## config.mk

```make
export PLATFORM = sky130hd
export DESIGN_NAME = lzm_match_top
export DESIGN_NICKNAME = d
export VERILOG_FILES = /design/src/rtl/lzm_pkg.sv /design/src/rtl/lzm_cell.sv /design/src/rtl/lzm_tracker.sv /design/src/rtl/lzm_datapath.sv /design/src/rtl/lzm_ctrl.sv /design/src/rtl/lzm_match_top.sv
export SDC_FILE = /design/constraint.sdc
export NUM_CORES = 1
export LEC_CHECK = 0
export BUFFER_PORTS_ARGS = -buffer_cell sky130_fd_sc_hd__buf_2
export CAP_MARGIN = 10
export CORE_MARGIN = 8
export CORE_UTILIZATION = 40
export DETAILED_ROUTE_END_ITERATION = 10
export PLACE_DENSITY = 0.6
export SYNTH_ARGS = -nofsm -noshare
export SYNTH_HDL_FRONTEND = slang
export SYNTH_SLANG_ARGS = --single-unit
```

## constraint.sdc

```tcl
create_clock -name clk -period 1.95 [get_ports clk]
set_clock_uncertainty 0.05 [all_clocks]
set_input_delay 0.39 -clock clk [delete_from_list [all_inputs] [get_ports clk]]
set_output_delay 0.39 -clock clk [all_outputs]
set_load 0.01 [all_outputs]
```

## src/rtl/lzm_pkg.sv

```systemverilog
package lzm_pkg;
  // Strobes from the control section to the datapath.
  typedef struct packed {
    logic clearStep;  // capture look-ahead, clear runs and result
    logic shiftIn;    // a window symbol is accepted this clock
  } lzmCtrl_t;
endpackage

```

## src/rtl/lzm_cell.sv

```systemverilog
module lzm_cell #(
  parameter int SYM_W = 8,
  parameter int PTR_W = 9,
  parameter int LEN_W = 4,
  parameter int IDX   = 0
) (
  input  logic             clk,
  input  logic             rst_n,
  input  logic             clearStep,
  input  logic             shiftIn,
  input  logic [SYM_W-1:0] codeSym,
  input  logic [SYM_W-1:0] srchSym,
  input  logic             prevHit,
  input  logic [PTR_W-1:0] prevStart,
  input  logic [LEN_W-1:0] prevCandLen,
  input  logic [PTR_W-1:0] prevCandPtr,
  output logic             hit,
  output logic [PTR_W-1:0] startPtr,
  output logic [LEN_W-1:0] candLen,
  output logic [PTR_W-1:0] candPtr
);
  localparam logic [LEN_W-1:0] RUN_LEN = LEN_W'(IDX + 1);

  logic [SYM_W-1:0] codeReg;
  logic             symEq;
  logic             newHit;

  assign symEq  = (codeReg == srchSym);
  // Run continues only if the upstream cell held a full prefix run.
  assign newHit = shiftIn & symEq & prevHit & ~clearStep;

  always_ff @(posedge clk or negedge rst_n) begin
    if (!rst_n) begin
      codeReg  <= '0;
      hit      <= 1'b0;
      startPtr <= '0;
      candLen  <= '0;
      candPtr  <= '0;
    end else if (clearStep) begin
      codeReg  <= codeSym;
      hit      <= 1'b0;
      startPtr <= '0;
      candLen  <= '0;
      candPtr  <= '0;
    end else begin
      if (shiftIn) begin
        hit      <= newHit;
        startPtr <= prevStart;
      end
      // A fresh hit here is longer than anything arriving from upstream.
      candLen <= newHit ? RUN_LEN   : prevCandLen;
      candPtr <= newHit ? prevStart : prevCandPtr;
    end
  end
endmodule

```

## src/rtl/lzm_tracker.sv

```systemverilog
module lzm_tracker #(
  parameter int PTR_W = 9,
  parameter int LEN_W = 4
) (
  input  logic             clk,
  input  logic             rst_n,
  input  logic             clearStep,
  input  logic [LEN_W-1:0] candLen,
  input  logic [PTR_W-1:0] candPtr,
  output logic [LEN_W-1:0] bestLen,
  output logic [PTR_W-1:0] bestPtr
);
  logic takeCand;

  // Strictly greater: equal lengths arrive in position order, first kept.
  assign takeCand = (candLen > bestLen);

  always_ff @(posedge clk or negedge rst_n) begin
    if (!rst_n) begin
      bestLen <= '0;
      bestPtr <= '0;
    end else if (clearStep) begin
      bestLen <= '0;
      bestPtr <= '0;
    end else if (takeCand) begin
      bestLen <= candLen;
      bestPtr <= candPtr;
    end
  end
endmodule

```

## src/rtl/lzm_datapath.sv

```systemverilog
module lzm_datapath
  import lzm_pkg::*;
#(
  parameter int SYM_W    = 8,
  parameter int CODE_LEN = 15,
  parameter int PTR_W    = 9,
  parameter int LEN_W    = 4
) (
  input  logic                      clk,
  input  logic                      rst_n,
  input  lzmCtrl_t                  ctrl,
  input  logic [CODE_LEN*SYM_W-1:0] codeSyms,
  input  logic [SYM_W-1:0]          srchSym,
  input  logic [PTR_W-1:0]          curPos,
  output logic [LEN_W-1:0]          bestLen,
  output logic [PTR_W-1:0]          bestPtr
);
  logic             hitV     [CODE_LEN];
  logic [PTR_W-1:0] startV   [CODE_LEN];
  logic [LEN_W-1:0] candLenV [CODE_LEN];
  logic [PTR_W-1:0] candPtrV [CODE_LEN];

  for (genvar j = 0; j < CODE_LEN; j++) begin : g_cell
    logic             upHit;
    logic [PTR_W-1:0] upStart;
    logic [LEN_W-1:0] upLen;
    logic [PTR_W-1:0] upPtr;

    if (j == 0) begin : g_head
      assign upHit   = 1'b1;
      assign upStart = curPos;
      assign upLen   = '0;
      assign upPtr   = '0;
    end else begin : g_body
      assign upHit   = hitV[j-1];
      assign upStart = startV[j-1];
      assign upLen   = candLenV[j-1];
      assign upPtr   = candPtrV[j-1];
    end

    lzm_cell #(
      .SYM_W(SYM_W), .PTR_W(PTR_W), .LEN_W(LEN_W), .IDX(j)
    ) u_cell (
      .clk        (clk),
      .rst_n      (rst_n),
      .clearStep  (ctrl.clearStep),
      .shiftIn    (ctrl.shiftIn),
      .codeSym    (codeSyms[j*SYM_W +: SYM_W]),
      .srchSym    (srchSym),
      .prevHit    (upHit),
      .prevStart  (upStart),
      .prevCandLen(upLen),
      .prevCandPtr(upPtr),
      .hit        (hitV[j]),
      .startPtr   (startV[j]),
      .candLen    (candLenV[j]),
      .candPtr    (candPtrV[j])
    );
  end

  lzm_tracker #(.PTR_W(PTR_W), .LEN_W(LEN_W)) u_tracker (
    .clk      (clk),
    .rst_n    (rst_n),
    .clearStep(ctrl.clearStep),
    .candLen  (candLenV[CODE_LEN-1]),
    .candPtr  (candPtrV[CODE_LEN-1]),
    .bestLen  (bestLen),
    .bestPtr  (bestPtr)
  );
endmodule

```

## src/rtl/lzm_ctrl.sv

```systemverilog
module lzm_ctrl
  import lzm_pkg::*;
#(
  parameter int CODE_LEN = 15,
  parameter int PTR_W    = 9
) (
  input  logic             clk,
  input  logic             rst_n,
  input  logic             loadEn,
  input  logic             srchValid,
  input  logic             srchLast,
  output lzmCtrl_t         ctrl,
  output logic [PTR_W-1:0] curPos,
  output logic             done
);
  localparam int CNT_W = $clog2(CODE_LEN + 1);
  localparam logic [CNT_W-1:0] DRAIN_CLKS = CNT_W'(CODE_LEN);

  logic [CNT_W-1:0] drainCnt;

  assign ctrl.clearStep = loadEn;
  assign ctrl.shiftIn   = srchValid & ~loadEn;

  always_ff @(posedge clk or negedge rst_n) begin
    if (!rst_n) begin
      curPos   <= '0;
      drainCnt <= '0;
      done     <= 1'b0;
    end else if (loadEn) begin
      curPos   <= '0;
      drainCnt <= '0;
      done     <= 1'b0;
    end else begin
      if (ctrl.shiftIn) curPos <= curPos + 1'b1;
      if (ctrl.shiftIn && srchLast) drainCnt <= DRAIN_CLKS;
      else if (drainCnt != '0)      drainCnt <= drainCnt - 1'b1;
      done <= (drainCnt == CNT_W'(1));
    end
  end
endmodule

```

## src/rtl/lzm_match_top.sv

```systemverilog
module lzm_match_top
  import lzm_pkg::*;
#(
  parameter int SYM_W     = 8,
  parameter int WIN_DEPTH = 512,
  parameter int CODE_LEN  = 15,
  localparam int PTR_W    = $clog2(WIN_DEPTH),
  localparam int LEN_W    = $clog2(CODE_LEN + 1)
) (
  input  logic                      clk,
  input  logic                      rst_n,
  input  logic                      loadEn,
  input  logic [CODE_LEN*SYM_W-1:0] codeSyms,
  input  logic                      srchValid,
  input  logic [SYM_W-1:0]          srchSym,
  input  logic                      srchLast,
  output logic                      done,
  output logic [PTR_W-1:0]          matchPtr,
  output logic [LEN_W-1:0]          matchLen
);
  lzmCtrl_t         ctrl;
  logic [PTR_W-1:0] curPos;

  lzm_ctrl #(.CODE_LEN(CODE_LEN), .PTR_W(PTR_W)) u_ctrl (
    .clk      (clk),
    .rst_n    (rst_n),
    .loadEn   (loadEn),
    .srchValid(srchValid),
    .srchLast (srchLast),
    .ctrl     (ctrl),
    .curPos   (curPos),
    .done     (done)
  );

  lzm_datapath #(
    .SYM_W(SYM_W), .CODE_LEN(CODE_LEN), .PTR_W(PTR_W), .LEN_W(LEN_W)
  ) u_dp (
    .clk     (clk),
    .rst_n   (rst_n),
    .ctrl    (ctrl),
    .codeSyms(codeSyms),
    .srchSym (srchSym),
    .curPos  (curPos),
    .bestLen (matchLen),
    .bestPtr (matchPtr)
  );
endmodule

```

==> flow_metrics.tcl, run 1 <==
set metrics [dict create \
    power_density_nw_per_um2 899.1 \
    grt_max_degree 76 \
    critical_path.startpoint_type "register" \
    via_per_inst 4.739 \
    drive_gt1_share_pct 23.59 \
    wl_per_cell_um 16.08 \
    final-setup-viol-count 0 \
    track_usage_pct 14.40 \
    antenna_found_initial 0 \
    dp_hpwl_um 27330 \
    cts_max_level 2 \
    initial_utilization_pct 40.57 \
    syn_area_um2 19860 \
    tns_ns 0 \
    drc_errors 0 \
    hold_path_class "in -> reg" \
    synth-seq-cells 471 \
    period_share_pct 91.97 \
    arrival_ns 2.18 \
    grt_pass1_wl_um 68090 \
    vdd_drop_max_uv 855.6 \
    antenna_left 0 \
    avgSynthCellArea_um2 12.58 \
    placementRows 81 \
    ys_types 37 \
    final_cells 2504 \
    rsz0062_at_grt "false" \
    numCtsBuffers 48 \
    syn_to_final_growth_pct 20.92 \
    required_ns 2.33 \
    p_leak_nw 12.39 \
    ys.warnings.count 0 \
    pre_cts_slack_ns -0.1016 \
    fin_crit_ns 1.793 \
    whs_ns 0.02768 \
    fp.dieH_um 238.8 \
    grt_pass1_vias 12732 \
    drt_iter0_markers 513 \
    grt_overflow 0 \
    fmax_mhz 557.6 \
    synth_edf_count 0 \
    path_class "reg -> reg" \
    cp_max_fo 11 \
    clkTransAtPathRegs_ns 0.06 \
    slew_headroom_pct 62.92 \
    dr_total_vias 11867 \
    dieArea_um2 57030 \
    cts.sinks 471 \
    drt-pass1-iter-count 4 \
    coreArea_um2 48950 \
    cts_tree "done" \
    status "finished, final reports clean" \
    power_w 0.02159 \
    finalHoldViolCount 0 \
    wirelength_um 40260 \
    cts_buffer_depth 3 \
    synthCells 1579 \
    ys.flop_type "dfrtp_1" \
    rrSetupSlack_ns 0.16 \
    ys_seq_area_share_pct 59.35 \
    dp_cells 2357 \
    async_flop_share_pct 100.0 \
    portBuffers 146 \
    postCtsSetupBuffers 0 \
    worst_slew_pin_slew_ns 0.5485 \
    cp-end-kind "register" \
    maxCapViolations 0 \
    num_antenna_cells 0 \
    clk_latency_ns 0.56 \
    root_buffer "clkbuf_16" \
    place_congestion 0.7821 \
    setup_ws_ns 0.1567 \
    die_x_um 238.8 \
    fin_nets 1942 \
    ios 147 \
    synth_nets 1720 \
    drv_slew 0 \
]
synthesized netlist by cell type, drive strengths merged, types with 11 or more instances:
cell type  instances  share of area (%)
dfrtp            471                 59
nor2             288                5.4
mux2i            266                 13
mux2             120                6.8
xor2              84                3.7
buf               60                2.0
xnor2             44                1.9
clkbuf            39               0.74
inv               38               0.72
a21oi             35               0.88
nand2             32               0.60
nand4             17               0.72
nor3              15               0.58
and3b             11               0.49
and4              11               0.49
what timing repair did:
action / 4_1_cts / 5_1_grt
resized for setup: 0 / 2
setup endpoints to repair: 0 / 2
hold buffers: 55 / 2
hold endpoints to repair: 79 / 2
logic make-up after synthesis:
logic type      Yosys count  synth area share, %
flops                   471                59.35
simple gates            406                9.677
mux                     386                20.21
xor+xnor                128                5.645
compound gates           43                1.109
fa+ha+maj                 8               0.5041
buf+inv                 137                3.503
path summary, 6_finish.rpt:
check	start	endpoint	cells past startpoint
worst max-delay path	u_dp.g_cell[1].u_cell.codeReg[7]	u_dp.g_cell[1].u_cell.candPtr[1]	7
worst min-delay path	codeSyms[97]	u_dp.g_cell[12].u_cell.codeReg[1]	2
worst max register to register	u_dp.g_cell[1].u_cell.codeReg[7]	u_dp.g_cell[1].u_cell.candPtr[1]	7
worst min register to register	u_dp.g_cell[12].u_cell.hit	u_dp.g_cell[12].u_cell.hit	2
max in group asynchronous	rst_n	u_ctrl.curPos[5]	3
min in group asynchronous	rst_n	u_dp.g_cell[12].u_cell.codeReg[2]	2
power breakdown:
| group | total (W) | leakage (nW) | internal, W | switching, W |
|---|---|---|---|---|
| Sequential | 0.0103 | 6.30 | 0.0101 | 0.000228 |
| Clock | 0.00944 | 0.818 | 0.00567 | 0.00378 |
| Combinational | 0.00185 | 5.27 | 0.000891 | 0.000955 |
layout by cell type, fill, tap and decap left out, types with 12 or more instances in the layout:
cell type and n:
xnor2_1 44, mux2_2 120, inv_1 37, clkbuf_16 48
buf_4 36, buf_2 144, dlygate4sd3_1 57, nand2_1 32
nor2_1 288, xor2_1 84, mux2i_1 266, a21oi_1 34
dfrtp_1 471, buf_12 31, clkinv_2 12
worst max-delay path, stage by stage, from the launching register on:
cell and delay [ns]:
dfrtp_1 0.38, xor2_1 0.17, nor4_1 0.36, buf_4 0.17
nand3_1 0.08, buf_4 0.23, mux2i_1 0.18, nor2_1 0.05
flip-flops by register name (all words and copies together), names as in the netlist:
register / flops
u_ctrl.curPos: 9
u_ctrl.done: 1
u_dp.g_cell.u_cell.candLen: 49
u_ctrl.drainCnt: 4
u_dp.u_tracker.bestPtr: 9
u_dp.g_cell.u_cell.candPtr: 135
u_dp.g_cell.u_cell.startPtr: 126
u_dp.g_cell.u_cell.codeReg: 120
u_dp.g_cell.u_cell.hit: 14
u_dp.u_tracker.bestLen: 4
per-layer routing:
metal / up-vias / part of all wire [%] / track usage, %
li1: 5737 / - / -
met1: 5943 / 45 / 19.19
met2: 126 / 49 / 24.55
met3: 61 / 3.3 / 2.248
met4: 0 / 1.9 / 3.238
met5: - / 0 / 0
metrics by stage:
| step | util (%) | instance area [um2] |
|---|---|---|
| after floorplan | - | 19860 |
| after global placement | 44.50 | 21780 |
| after detailed placement | 44.50 | 21780 |
| after CTS | 49.00 | 23990 |
| after global routing | 49.06 | 24010 |
| final | 49.06 | 24010 |
cell type report:
class	count	area, um2
Tap cell	664	830.8
Fill cell	4304	24940
Multi-Input combinational cell	971	7381
Inverter	38	142.6
Clock inverter	23	301.5
Timing Repair Buffer	271	2223
Sequential cell	471	11790
Clock buffer	66	1349
Note: power is estimated with default switching activity, not from simulation.
==> run 2: changes to the inputs <==
--- a/config.mk
+++ b/config.mk
@@ -5,6 +5,7 @@
 export SDC_FILE = /design/constraint.sdc
 export NUM_CORES = 1
 export LEC_CHECK = 0
+export ABC_AREA = 1
 export BUFFER_PORTS_ARGS = -buffer_cell sky130_fd_sc_hd__buf_2
 export CAP_MARGIN = 10
 export CORE_MARGIN = 8
==> run 2 against run 1 <==
  * Total power up 2.8%
  * Critical path depth down 1
  * Global-route usage up 4.6 points
  * Wire length up 42%
  * Via count up 48%
  * Register-to-register slack better by 0.02 ns
  * Largest cell class unchanged
==> flow_metrics.tcl, run 2 <==
set metrics [dict create \
    root_buffer "clkbuf_16" \
    cpMostUsedCell "nor2_1" \
    antenna_left 0 \
    crit_family "simple AND/OR/NAND/NOR gates" \
    async_flop_share_pct 100.0 \
    synth_top_cell_by_area "dfrtp_1" \
    placementRows 84 \
    synth_common_cells "nand2_1, dfrtp_1, nor2_1, inv_1, nand3_1" \
    syn_to_final_growth_pct 23.63 \
    synth_nets 2690 \
    portBuffers 146 \
    fin_crit_ns 1.775 \
    slew_headroom_pct 55.86 \
    p_leak_nw 12.84 \
    fin_nets 2977 \
    postCtsSetupBuffers 0 \
    ys_types 27 \
    ios 147 \
    critical_path.startpoint_type "register" \
    largest_reg_flops 135 \
    rsz0062_at_grt "false" \
    hold_path_class "in -> reg" \
    grt_max_degree 128 \
    cpMaxStageDelayCell "xnor2_1" \
    drt_iter0_markers 1198 \
    post-synth-top-count-cell "nand2_1" \
    finalHoldViolCount 0 \
    clkTransAtPathRegs_ns 0.06 \
    drt-pass1-iter-count 5 \
    antenna_found_initial 1 \
    synthCells 2549 \
    dr_total_vias 17579 \
    avgSynthCellArea_um2 8.300 \
    cpPeakStageDelay_ns 0.41 \
    dp_hpwl_um 39200 \
    power_w 0.02221 \
    grt_pass1_vias 18047 \
    mostFrequentLayoutCell "nand2_1" \
    top_regs "u_dp.g_cell.u_cell.candPtr: 135 flops, u_dp.g_cell.u_cell.startPtr: 126 flops, u_dp.g_cell.u_cell.codeReg: 120 flops" \
    fp.dieH_um 246.0 \
    place_congestion 0.8642 \
    cp_max_fo 11 \
    wirelength_um 57210 \
    wl_per_cell_um 16.07 \
    arrival_ns 2.24 \
    cts_tree "done" \
    period_share_pct 91.05 \
    vdd_drop_max_uv 849.6 \
    maxCapViolations 0 \
    cts_max_level 2 \
    required_ns 2.41 \
    drc_errors 0 \
    drive_gt1_share_pct 12.74 \
    fmax_mhz 563.3 \
    layout_common_cells "nand2_1, dfrtp_1, nor2_1" \
    synth-seq-cells 471 \
    drv_slew 0 \
    syn_area_um2 21160 \
    synth_edf_count 0 \
    dieArea_um2 60510 \
    initial_utilization_pct 40.34 \
    coreArea_um2 52450 \
    cp-end-kind "register" \
    worst-path-buf-inv 1 \
    final-setup-viol-count 0 \
    die_x_um 246.0 \
    power_density_nw_per_um2 848.9 \
    numCtsBuffers 49 \
    regMostFlops "u_dp.g_cell.u_cell.candPtr" \
    track_usage_pct 18.99 \
    synthTopCellsByArea "dfrtp_1, nand2_1, nor2_1" \
    ys.warnings.count 0 \
    status "finished, final reports clean" \
    path_class "reg -> reg" \
    tns_ns 0 \
    grt_overflow 0 \
    cts_buffer_depth 3 \
    worst_slew_pin_slew_ns 0.6621 \
    ys_seq_area_share_pct 55.71 \
    clk_latency_ns 0.60 \
    synth_top_area_share_pct 55.71 \
    grt_pass1_wl_um 93510 \
    ys.flop_type "dfrtp_1" \
    path_cells "xnor2_1 -> nand3_1 -> nor2_1 -> buf_4 -> nor2_1 -> nor2_1" \
    via_per_inst 4.937 \
    cts.sinks 471 \
]
==> run 2: cell count changes in the layout (fill, tap and decap cells not counted), moves of 25 or more <==
cell           previous run  this run
o21ai_0                   6        91
mux2i_1                 266         0
nand2_1                  32       697
xor2_1                   84        28
mux2_2                  120         0
nand3_1                   1       200
dlygate4sd3_1            57       116
nor2_2                    0        33
nor2_1                  288       400
inv_1                    37       259
a21oi_1                  34         9
o22ai_1                   0       130
==> run 2: logic make-up after synthesis <==
family,after synthesis,share of synthesized area (%)
flip-flops,471,55.71
buffers and inverters,387,7.853
adder cells (fa/ha/maj),8,0.4731
XOR/XNOR,81,3.424
AO/OA/AOI/OAI,232,6.268
AND/OR/NAND/NOR,1370,26.27
==> run 2: path summary, 6_finish.rpt <==
kind | start | to | slack (ns) | cells past startpoint
setup / recovery | u_dp.g_cell[1].u_cell.codeReg[5] | u_dp.g_cell[1].u_cell.candPtr[7] | 0.17 | 6
hold / removal | codeSyms[29] | u_dp.g_cell[3].u_cell.codeReg[5] | 0.02 | 3
setup reg to reg | u_dp.g_cell[1].u_cell.codeReg[5] | u_dp.g_cell[1].u_cell.candPtr[7] | 0.17 | 6
hold reg to reg | u_dp.g_cell[14].u_cell.candPtr[5] | u_dp.u_tracker.bestPtr[5] | 0.39 | 2
max in group asynchronous | rst_n | u_dp.g_cell[3].u_cell.codeReg[3] | 0.88 | 3
min in group asynchronous | rst_n | u_dp.g_cell[13].u_cell.codeReg[2] | 0.21 | 2
==> run 2: through the flow <==
stage | hold slack, ns | std cells | setup slack [ns] | util (%) | area, um2
2_1_floorplan | 0.04441 | 2549 | 0.3161 | - | 21160
3_3_place_gp | 0.2320 | 3357 | 0.06207 | 44.52 | 23350
3_5_place_dp | 0.2315 | 3357 | 0.05412 | 44.52 | 23350
4_1_cts | 0.00001865 | 3560 | 0.1884 | 49.87 | 26160
5_1_grt | 0.01538 | 3561 | 0.04967 | 49.88 | 26160
6_report | 0.02279 | 3561 | 0.1746 | 49.88 | 26160
==> run 2: worst reg2reg max path, cell delays in order, from the launching register on <==
cell	delay (ns)
dfrtp_1	0.40
xnor2_1	0.41
nand3_1	0.16
nor2_1	0.27
buf_4	0.25
nor2_1	0.06
nor2_1	0.11
==> run 2: per-layer routing <==
| metal | vias up | GRT usage (%) | routed length [um] |
|---|---|---|---|
| met1 | 8462 | 23.85 | 24150 |
| met3 | 127 | 3.433 | 3111 |
| met2 | 446 | 32.65 | 28140 |
| met4 | 0 | 6.585 | 1810 |
| li1 | 8544 | - | - |
| met5 | - | 0 | 0 |
==> run 2: area by class of cell <==
class,instances,area [um2]
tap,688,860.8
inverter,265,1001
timing repair buffer,358,3142
fill,4807,26290
clock inverter,16,209.0
multi-input combinational,1691,7717
antenna,1,2.502
sequential,471,11790
clock buffer,71,1439
==> run 2: repair_timing <==
item / in CTS / in global routing
hold buffers: 116 / 0
hold endpoints to repair: 283 / 0
gates resized for setup: 0 / 0
==> run 2: power by group <==
group          internal (W)  switching, W  leakage, nW  total (W)
Combinational      0.000937       0.00146         5.67    0.00240
Sequential           0.0100      0.000224         6.36     0.0103
Clock               0.00564       0.00390        0.814    0.00954
Total                0.0166       0.00558         12.8     0.0222
==> run 3: changes to the inputs <==
--- a/config.mk
+++ b/config.mk
@@ -12,6 +12,7 @@
 export CORE_UTILIZATION = 40
 export DETAILED_ROUTE_END_ITERATION = 10
 export PLACE_DENSITY = 0.6
+export REMOVE_ABC_BUFFERS = 1
 export SYNTH_ARGS = -nofsm -noshare
 export SYNTH_HDL_FRONTEND = slang
 export SYNTH_SLANG_ARGS = --single-unit
==> run 3 against run 2 <==
  * Worst setup slack better by 0.15 ns
  * Critical endpoint is now u_dp.u_tracker.bestLen[2]
  * Die area stayed put
  * Clock power is 8% higher
  * Design area is 0.22% higher
  * Cell count hardly changed
  * First-iteration DRC count is 14% higher
  * Non-clock buffer count is 4 lower
  * Wire length is 7.9% higher
  * Sequential cell count stayed put
  * Total power is 3.4% higher
  * Combinational power hardly changed
  * Highest routed layer unchanged
  * Sequential power hardly changed
==> flow_metrics.tcl, run 3 (synthesized netlist as in run 2, its figures left out) <==
set metrics [dict create \
    status "finished, final reports clean" \
    die_x_um 246.0 \
    antenna_left 0 \
    grt_max_degree 79 \
    cp_max_fo 13 \
    whs_ns 0.02117 \
    fin_nets 2974 \
    root_buffer "clkbuf_16" \
    drt_iter0_markers 1370 \
    numCtsBuffers 50 \
    worst_slew_pin_slew_ns 0.4829 \
    dieArea_um2 60510 \
    crit_start "u_dp.u_tracker.bestLen[3]" \
    drt-pass1-iter-count 6 \
    swShare_pct 24.86 \
    path_class "reg -> reg" \
    num_antenna_cells 0 \
    grtUsageMet1_pct 27.20 \
    cts_buffer_depth 3 \
    antenna_found_initial 0 \
    p_seq_share_pct 44.7 \
    postCtsSetupBuffers 0 \
    grt_pass1_vias 18133 \
    syn_to_final_growth_pct 23.90 \
    intPower_w 0.01725 \
    grt_pass1_wl_um 98870 \
    clk_latency_ns 0.59 \
    clockPowerShare_pct 44.7 \
    busiest_layer "met2" \
    arrival_ns 2.11 \
    finalHoldViolCount 0 \
    hold_path_class "in -> reg" \
    rsz0062_at_grt "false" \
    regMostFlops "u_dp.g_cell.u_cell.candPtr" \
    critPathCapture "u_dp.u_tracker.bestLen[2]" \
    fmax_mhz 614.3 \
    final-setup-viol-count 0 \
    wl_per_cell_um 17.34 \
    power_density_nw_per_um2 875.6 \
    pre_cts_slack_ns -0.01801 \
    placementRows 84 \
    rrSetupSlack_ns 0.32 \
    cts.sinks 471 \
    fp.dieH_um 246.0 \
    r2r-start "u_dp.u_tracker.bestLen[3]" \
    wirelength_um 61730 \
    setup_ws_ns 0.3222 \
    p_sw_w 0.005706 \
    fin_crit_ns 1.628 \
    coreArea_um2 52450 \
    via_per_inst 5.005 \
    critical_path.startpoint_type "register" \
    p_comb_share_pct 10.6 \
    final.fill_count 4821 \
    dr_total_vias 17813 \
    largest_reg_flops 135 \
    layout_common_cells "nand2_1, dfrtp_1, nor2_1" \
    drive_gt1_share_pct 13.62 \
    cp-end-kind "register" \
    mostFrequentLayoutCell "nand2_1" \
    p_leak_nw 12.89 \
    required_ns 2.43 \
    grt_overflow 0 \
    use_met2_pct 34.12 \
    cts_max_level 2 \
    reg2reg_to "u_dp.u_tracker.bestLen[2]" \
    vdd_drop_max_uv 608.6 \
    top_regs "u_dp.g_cell.u_cell.candPtr: 135 flops, u_dp.g_cell.u_cell.startPtr: 126 flops, u_dp.g_cell.u_cell.codeReg: 120 flops" \
    grt_use_met3_pct 3.346 \
    dp_hpwl_um 42680 \
    initial_utilization_pct 40.34 \
    track_usage_pct 20.40 \
    drc_errors 0 \
    ios 147 \
    final_cells 3559 \
    maxCapViolations 0 \
    dp_cells 3372 \
    clkTransAtPathRegs_ns 0.06 \
    drv_slew 0 \
    slew_headroom_pct 67.77 \
    ff2ff_path_depth 8 \
    portBuffers 146 \
    place_congestion 0.8251 \
    cts_tree "done" \
    period_share_pct 83.48 \
]
==> run 3: cell count changes in the layout (fill, tap and decap cells not counted), sizes merged <==
cell         previous run  this run
dlygate4sd3           116        97
buf                   242       256
clkbuf                 71        61
clkinv                 11        17
bufinv                  4         9
clkinvlp                1         5
diode                   1         0
inv                   265       264
==> run 3: power by group through the flow <==
stage / logic (W) / registers (W) / clock network, W
after floorplan: 0.00117 / 0.0104 / 0
after global placement: 0.00222 / 0.0104 / 0
after CTS: 0.00244 / 0.0103 / 0.0105
after detailed placement: 0.00228 / 0.0104 / 0
final: 0.00243 / 0.0103 / 0.0103
after global routing: 0.00273 / 0.0103 / 0.0108
==> run 3: worst min-delay path by stage <==
stage / startpoint / endpoint / cells past startpoint
2_1_floorplan: rst_n / u_ctrl.curPos[0] / 0
3_3_place_gp: rst_n / u_dp.g_cell[12].u_cell.candPtr[2] / 1
3_5_place_dp: rst_n / u_dp.g_cell[12].u_cell.candPtr[2] / 1
4_1_cts: codeSyms[34] / u_dp.g_cell[4].u_cell.codeReg[2] / 3
5_1_grt: codeSyms[90] / u_dp.g_cell[11].u_cell.codeReg[2] / 3
6_report: codeSyms[95] / u_dp.g_cell[11].u_cell.codeReg[7] / 3
==> run 3: through the flow <==
step / setup TNS, ns / cell area (um2) / total power [W] / utilization, %
2_1_floorplan: -1331.30 / 20490 / 0.01154 / -
3_3_place_gp: -0.02106 / 23450 / 0.01263 / 44.71
3_5_place_dp: -0.02233 / 23450 / 0.01271 / 44.71
4_1_cts: 0 / 26210 / 0.02315 / 49.98
5_1_grt: 0 / 26220 / 0.02385 / 49.99
6_report: 0 / 26220 / 0.02295 / 49.99
==> run 3: cell type report <==
class / instances / area, um2 / area share, %
well taps: 688 / 860.8 / 3.284
clock buffers: 60 / 1393 / 5.312
repair buffers: 354 / 3054 / 11.65
multi-input cells: 1691 / 7725 / 29.47
inverters: 265 / 1001 / 3.818
flip-flops and latches: 471 / 11790 / 44.96
clock inverters: 30 / 395.4 / 1.508
==> run 3: repair_timing <==
action,4_1_cts,5_1_grt
setup endpoints to repair,4,2
hold endpoints to repair,120,0
hold buffers,97,0
gates resized for setup,1,1
pin swaps,0,0
==> run 3: worst max-delay path, cell delays in order (launching register included) <==
cell and delay (ns):
dfrtp_1 0.36, inv_1 0.05, ha_1 0.32, a21oi_1 0.17, o21ai_0 0.10, nand2_1 0.13
buf_4 0.22, nand3_1 0.09, nand2_1 0.08
==> run 3: per-layer routing <==
metal | wire length, um | up-vias
li1 | - | 8539
met2 | 29940 | 462
met3 | 3345 | 98
met5 | 0 | -
met4 | 1496 | 0
met1 | 26950 | 8714
